==> src/rtl/usr_pkg.sv <==
package usr_pkg;
  typedef enum logic [1:0] {
    MODE_LOAD = 2'b00,
    MODE_DOWN = 2'b01,
    MODE_UP   = 2'b10,
    MODE_HOLD = 2'b11
  } usr_mode_e;

  localparam int unsigned NUM_MODES = 4;
endpackage

==> src/rtl/usr_mode_decode.sv <==
module usr_mode_decode
  import usr_pkg::*;
(
  input  logic [1:0]           mode_sel,
  output logic [NUM_MODES-1:0] mode_hot
);
  always_comb begin
    mode_hot = '0;
    for (int k = 0; k < NUM_MODES; k++) begin
      if (mode_sel == k[1:0]) mode_hot[k] = 1'b1;
    end
  end
endmodule

==> src/rtl/usr_bit_cell.sv <==
module usr_bit_cell
  import usr_pkg::*;
(
  input  logic                 clk,
  input  logic                 rst,
  input  logic [NUM_MODES-1:0] mode_hot,
  input  logic                 par_bit,
  input  logic                 from_lower,
  input  logic                 from_upper,
  output logic                 bit_q
);
  logic nxt;

  always_comb begin
    nxt = bit_q;
    if (mode_hot[MODE_LOAD]) nxt = par_bit;
    if (mode_hot[MODE_DOWN]) nxt = from_upper;
    if (mode_hot[MODE_UP])   nxt = from_lower;
  end

  always_ff @(posedge clk) begin
    if (rst) bit_q <= 1'b0;
    else     bit_q <= nxt;
  end
endmodule

==> src/rtl/usr_shift4.sv <==
module usr_shift4
  import usr_pkg::*;
#(
  parameter int unsigned WIDTH = 4
) (
  input  logic             clk,
  input  logic             rst,
  input  logic [1:0]       mode_sel,
  input  logic [WIDTH-1:0] par_in,
  input  logic             ser_lo_in,
  input  logic             ser_hi_in,
  output logic [WIDTH-1:0] reg_out
);
  localparam int unsigned TOP = WIDTH - 1;

  logic [NUM_MODES-1:0] mode_hot;
  logic [WIDTH-1:0]     lower_src;
  logic [WIDTH-1:0]     upper_src;

  usr_mode_decode u_dec (
    .mode_sel (mode_sel),
    .mode_hot (mode_hot)
  );

  for (genvar i = 0; i < WIDTH; i++) begin : g_bit
    if (i == 0) begin : g_lo_end
      assign lower_src[i] = ser_lo_in;
    end else begin : g_lo_mid
      assign lower_src[i] = reg_out[i-1];
    end
    if (i == TOP) begin : g_hi_end
      assign upper_src[i] = ser_hi_in;
    end else begin : g_hi_mid
      assign upper_src[i] = reg_out[i+1];
    end

    usr_bit_cell u_cell (
      .clk        (clk),
      .rst        (rst),
      .mode_hot   (mode_hot),
      .par_bit    (par_in[i]),
      .from_lower (lower_src[i]),
      .from_upper (upper_src[i]),
      .bit_q      (reg_out[i])
    );
  end
endmodule

==> config.mk <==
export PLATFORM = sky130hd
export DESIGN_NAME = usr_shift4
export DESIGN_NICKNAME = d
export VERILOG_FILES = /design/src/rtl/usr_pkg.sv /design/src/rtl/usr_mode_decode.sv /design/src/rtl/usr_bit_cell.sv /design/src/rtl/usr_shift4.sv
export SDC_FILE = /design/constraint.sdc
export NUM_CORES = 1
export LEC_CHECK = 0
export BUFFER_PORTS_ARGS = -buffer_cell sky130_fd_sc_hd__clkbuf_2
export CAP_MARGIN = 10
export CORE_AREA = 2 2 39 41
export CTS_BUF_LIST = sky130_fd_sc_hd__clkbuf_4 sky130_fd_sc_hd__clkbuf_8
export DETAILED_ROUTE_END_ITERATION = 10
export DIE_AREA = 0 0 41 43
export PLACE_DENSITY_LB_ADDON = 0.15
export SYNTH_ARGS = -nofsm -noshare
export SYNTH_HDL_FRONTEND = slang
export SYNTH_SLANG_ARGS = --single-unit
export TNS_END_PERCENT = 5
==> constraint.sdc <==
create_clock -name clk -period 3.1 [get_ports clk]
set_input_delay 0.62 -clock clk [delete_from_list [all_inputs] [get_ports clk]]
set_output_delay 0.62 -clock clk [all_outputs]
set_load 0.05 [all_outputs]
==> flow_summary.json, run 1 <==
{
  "yosysUniqueCellTypes": 5,
  "status": "completed",
  "crit_family": "flip-flops",
  "clock_skew_ns": 0.00532,
  "critPathCaptureType": "output pin",
  "clock_latency_ns": 0.24,
  "critPathCapture": "reg_out[1]",
  "finalCriticalPeriod_ns": 1.52,
  "die_area_mm2": 0.00176,
  "core_area_mm2": 0.00138,
  "drv_cap": 0,
  "r2r_cells": 2,
  "nNetsFinal": 40,
  "syn_nets": 26,
  "rr_startpoint": "g_bit[1].u_cell.bit_q$_SDFFE_PP0P_",
  "largest_register_ffs": 4,
  "r2r_slack_ns": 2.04,
  "cp_max_fo": 4,
  "vdd_ir_drop_max_mv": 0.122,
  "yosys_warnings": 0,
  "overflow": 0,
  "path_depth": 1,
  "max_freq_mhz": 657,
  "wirelength_um": 492,
  "cts.sinks": 4,
  "worstMarginPinSlew_ns": 0.278,
  "synth.yosys.seq_area_share_pct": 35.0,
  "netlist_area_um2": 229,
  "antenna_found_initial": 0,
  "crit_path_top_delay_cell": "dfxtp_1",
  "drtPass1Iterations": 2,
  "start_kind": "register",
  "cts_tree": "done",
  "reg_top3": "g_bit.u_cell.bit_q x4",
  "cts_root_buf": "clkbuf_4",
  "syn_to_final_growth_pct": 33.9,
  "grt_pass1_vias": 181,
  "via_per_inst": 3.82,
  "p_leak_nw": 0.144,
  "postCtsHoldBufs": 0,
  "top_register": "g_bit.u_cell.bit_q",
  "mostFrequentLayoutCells": "clkbuf_2, nor2b_1, dfxtp_1, mux4_2, clkbuf_4",
  "setup_viol": 0,
  "rows": 14,
  "hold_viol": 0,
  "numPortBuffers": 13,
  "final.setup.tns_ns": 0,
  "die_h_um": 43,
  "die_w_um": 41,
  "worstPathArrival_ns": 0.90,
  "num_antenna_cells": 0,
  "wl_per_cell_um": 11.2,
  "h-tree-depth": 1,
  "initial_utilization_pct": 16.5,
  "r2r_end": "g_bit[2].u_cell.bit_q$_SDFFE_PP0P_",
  "cp_num_buf_inv": 1,
  "drive_gt1_share_pct": 67.9,
  "drt_iter0_markers": 6,
  "grt_max_degree": 5,
  "drc": 0,
  "ctsResizeCount": 0,
  "cts_setup_buffers": 0,
  "route.vias.total": 168,
  "cts_buffer_depth": 2,
  "fin_util_pct": 22.2,
  "final_common_cell": "clkbuf_2",
  "powerDensity_mw_per_mm2": 520,
  "ant_nets": 0,
  "synthCells": 16,
  "maxSlewViolCount": 0,
  "grtUsageTotal_pct": 7.27,
  "ys_seq_elements": 4,
  "rsz0062_at_grt": "no",
  "slew_headroom_pct": 81.6,
  "crit_required_ns": 2.48,
  "cpPeakStageDelay_ns": 0.37,
  "io_pins": 14,
  "clk_pin_slew_worst_paths_ns": 0.04,
  "place_congestion": 0.706,
  "syn_avg_cell_area_um2": 14.3,
  "cts_buffers": 3,
  "crit_type": "register to output pin",
  "grt_pass1_wl_um": 772,
  "path_cells": "clkbuf_2",
  "critPathLaunch": "g_bit[1].u_cell.bit_q$_SDFFE_PP0P_",
  "period_share_pct": 49.1,
  "hold_path.class": "input port to register"
}
==> per-layer routing <==
layer / routed length, um / vias to the layer above / share of wire, % / track usage, %
met5: 0 / - / 0 / 0
met4: 15 / 0 / 3.0 / 6.00
met3: 66 / 2 / 13 / 4.71
met2: 182 / 13 / 37 / 7.81
met1: 228 / 72 / 46 / 9.48
li1: - / 81 / - / -
==> logic make-up after synthesis <==
logic type,synth area share [%]
buffers and inverters,13.1
flip-flops,35.0
AND/OR/NAND/NOR,10.9
multiplexers,41.0
==> worst min path at each step <==
stage	from	endpoint	cells past startpoint
detailed placement	g_bit[3].u_cell.bit_q$_SDFFE_PP0P_	g_bit[3].u_cell.bit_q$_SDFFE_PP0P_	2
global route	rst	g_bit[0].u_cell.bit_q$_SDFFE_PP0P_	2
finish	rst	g_bit[0].u_cell.bit_q$_SDFFE_PP0P_	2
global placement	g_bit[0].u_cell.bit_q$_SDFFE_PP0P_	g_bit[0].u_cell.bit_q$_SDFFE_PP0P_	2
CTS	rst	g_bit[0].u_cell.bit_q$_SDFFE_PP0P_	2
floorplan	g_bit[3].u_cell.bit_q$_SDFFE_PP0P_	g_bit[2].u_cell.bit_q$_SDFFE_PP0P_	2
==> power by group <==
part	internal, mW	total [mW]	leakage (nW)	switching [mW]
Combinational	0.0158	0.0343	0.0970	0.0185
Clock	0.0435	0.0670	0.0138	0.0236
Sequential	0.0552	0.0580	0.0329	0.00285
Total	0.114	0.159	0.144	0.0450
==> metrics by stage <==
step                power, mW  setup WS, ns  hold WS (ns)  area [um^2]  cells
floorplan              0.0856          1.74         0.660          229     16
global placement       0.0935          1.50         0.708          284     41
detailed placement     0.0935          1.51         0.689          284     41
CTS                     0.163          1.56         0.599          307     44
global route            0.170          1.52         0.598          307     44
finish                  0.159          1.58         0.602          307     44
==> Yosys cell counts <==
master   number  area (um^2)
nor2b_1       4         25.0
mux4_2        3         67.6
dfxtp_1       4         80.1
mux4_1        1         26.3
buf_4         4         30.0
==> area by class of cell <==
class / count / area, um^2
clock buffers: 3 / 22.5
fillers: 160 / 1080
multi-input cells: 8 / 119
flip-flops and latches: 4 / 80.1
well taps: 16 / 20.0
repair buffers: 13 / 65.1
No activity file was read; power rests on OpenSTA's default activity.
==> run 2: changes to the inputs <==
==> constraint.sdc (replaced) <==
create_clock -name clk -period 1.55 [get_ports clk]
set_input_delay 0.31 -clock clk [delete_from_list [all_inputs] [get_ports clk]]
set_output_delay 0.31 -clock clk [all_outputs]
set_load 0.05 [all_outputs]
==> flow_summary.json, run 2 (synthesis gave the netlist of run 1 again) <==
{
  "finalCriticalPeriod_ns": 1.22,
  "drc": 0,
  "p_leak_nw": 0.144,
  "grt_max_degree": 5,
  "die_w_um": 41,
  "hold_viol": 0,
  "drtPass1Iterations": 2,
  "slew_headroom_pct": 81.7,
  "postCtsHoldBufs": 0,
  "overflow": 0,
  "pre_cts_ws_ns": 0.291,
  "crit_path_top_delay_cell": "dfxtp_1",
  "powerDensity_mw_per_mm2": 1030,
  "cts_buffer_depth": 2,
  "largest_register_ffs": 4,
  "maxSlewViolCount": 0,
  "cts_setup_buffers": 0,
  "final.setup.tns_ns": 0,
  "total_power_mw": 0.316,
  "clk_pin_slew_worst_paths_ns": 0.04,
  "final_common_cell": "clkbuf_2",
  "grtUsageTotal_pct": 6.98,
  "io_pins": 14,
  "core_area_mm2": 0.00138,
  "top_register": "g_bit.u_cell.bit_q",
  "numPortBuffers": 13,
  "cts_buffers": 3,
  "start_kind": "register",
  "clock_latency_ns": 0.24,
  "fin_util_pct": 22.2,
  "drt_iter0_markers": 5,
  "syn_to_final_growth_pct": 33.9,
  "cpPeakStageDelay_ns": 0.37,
  "fill_cells": 155,
  "die_h_um": 43,
  "path_cells": "clkbuf_2",
  "initial_utilization_pct": 16.5,
  "grt_pass1_wl_um": 738,
  "crit_type": "register to output pin",
  "setup_viol": 0,
  "drive_gt1_share_pct": 67.9,
  "vdd_ir_drop_max_mv": 0.244,
  "via_per_inst": 4.02,
  "critPathCaptureType": "output pin",
  "setup_slack_ns": 0.333,
  "drv_cap": 0,
  "antenna_found_initial": 0,
  "cts_root_buf": "clkbuf_4",
  "crit_family": "flip-flops",
  "crit_required_ns": 1.24,
  "ant_nets": 0,
  "status": "completed",
  "rows": 14,
  "ctsResizeCount": 0,
  "route.vias.total": 177,
  "grt_pass1_vias": 178,
  "worstMarginPinSlew_ns": 0.276,
  "cp_max_fo": 4,
  "period_share_pct": 78.5,
  "nNetsFinal": 40,
  "wirelength_um": 481,
  "cts_tree": "done",
  "hold_path.class": "input port to register",
  "max_freq_mhz": 822,
  "cts.sinks": 4,
  "worstPathArrival_ns": 0.91,
  "h-tree-depth": 1,
  "wl_per_cell_um": 10.9,
  "num_antenna_cells": 0,
  "die_area_mm2": 0.00176,
  "reg_top3": "g_bit.u_cell.bit_q x4",
  "mostFrequentLayoutCells": "clkbuf_2, nor2b_1, dfxtp_1, mux4_2, clkbuf_4",
  "cp_num_buf_inv": 1,
  "clock_skew_ns": 0.00711,
  "rsz0062_at_grt": "no",
  "place_congestion": 0.690
}
==> run 2: stage by stage <==
step           hold WS [ns]  instance area (um^2)  std cells
2_1_floorplan         0.382                   229         16
3_3_place_gp          0.537                   284         41
3_5_place_dp          0.533                   284         41
4_1_cts               0.278                   307         44
5_1_grt               0.290                   307         44
6_report              0.286                   307         44
==> run 2: final timing paths <==
check	depth (start not counted)	endpoint	from	slack, ns
min	2	g_bit[0].u_cell.bit_q$_SDFFE_PP0P_	rst	0.29
min reg2reg	2	g_bit[2].u_cell.bit_q$_SDFFE_PP0P_	g_bit[3].u_cell.bit_q$_SDFFE_PP0P_	0.72
max	1	reg_out[2]	g_bit[2].u_cell.bit_q$_SDFFE_PP0P_	0.33
max reg2reg	2	g_bit[2].u_cell.bit_q$_SDFFE_PP0P_	g_bit[3].u_cell.bit_q$_SDFFE_PP0P_	0.51
==> run 2: report_power, final <==
| part | internal (mW) | switching [mW] | leakage (nW) |
|---|---|---|---|
| Clock | 0.0868 | 0.0456 | 0.0138 |
| Sequential | 0.110 | 0.00590 | 0.0329 |
| Combinational | 0.0315 | 0.0362 | 0.0970 |
==> run 2: layout make-up <==
type / count / area, um^2 / area share (%)
tap: 16 / 20.0 / 6.53
multi-input combinational: 8 / 119 / 38.8
sequential: 4 / 80.1 / 26.1
timing repair buffer: 13 / 65.1 / 21.2
clock buffer: 3 / 22.5 / 7.35
==> run 2: layer usage <==
layer  vias to the layer above  routed length, um  share of wire (%)  track usage (%)
li1                         81                  -                  -                -
met1                        81                216                 45             8.22
met2                        13                182                 38             8.13
met3                         2                 67                 14             4.71
met4                         0                 14                2.9             6.00
met5                         -                  0                  0                0
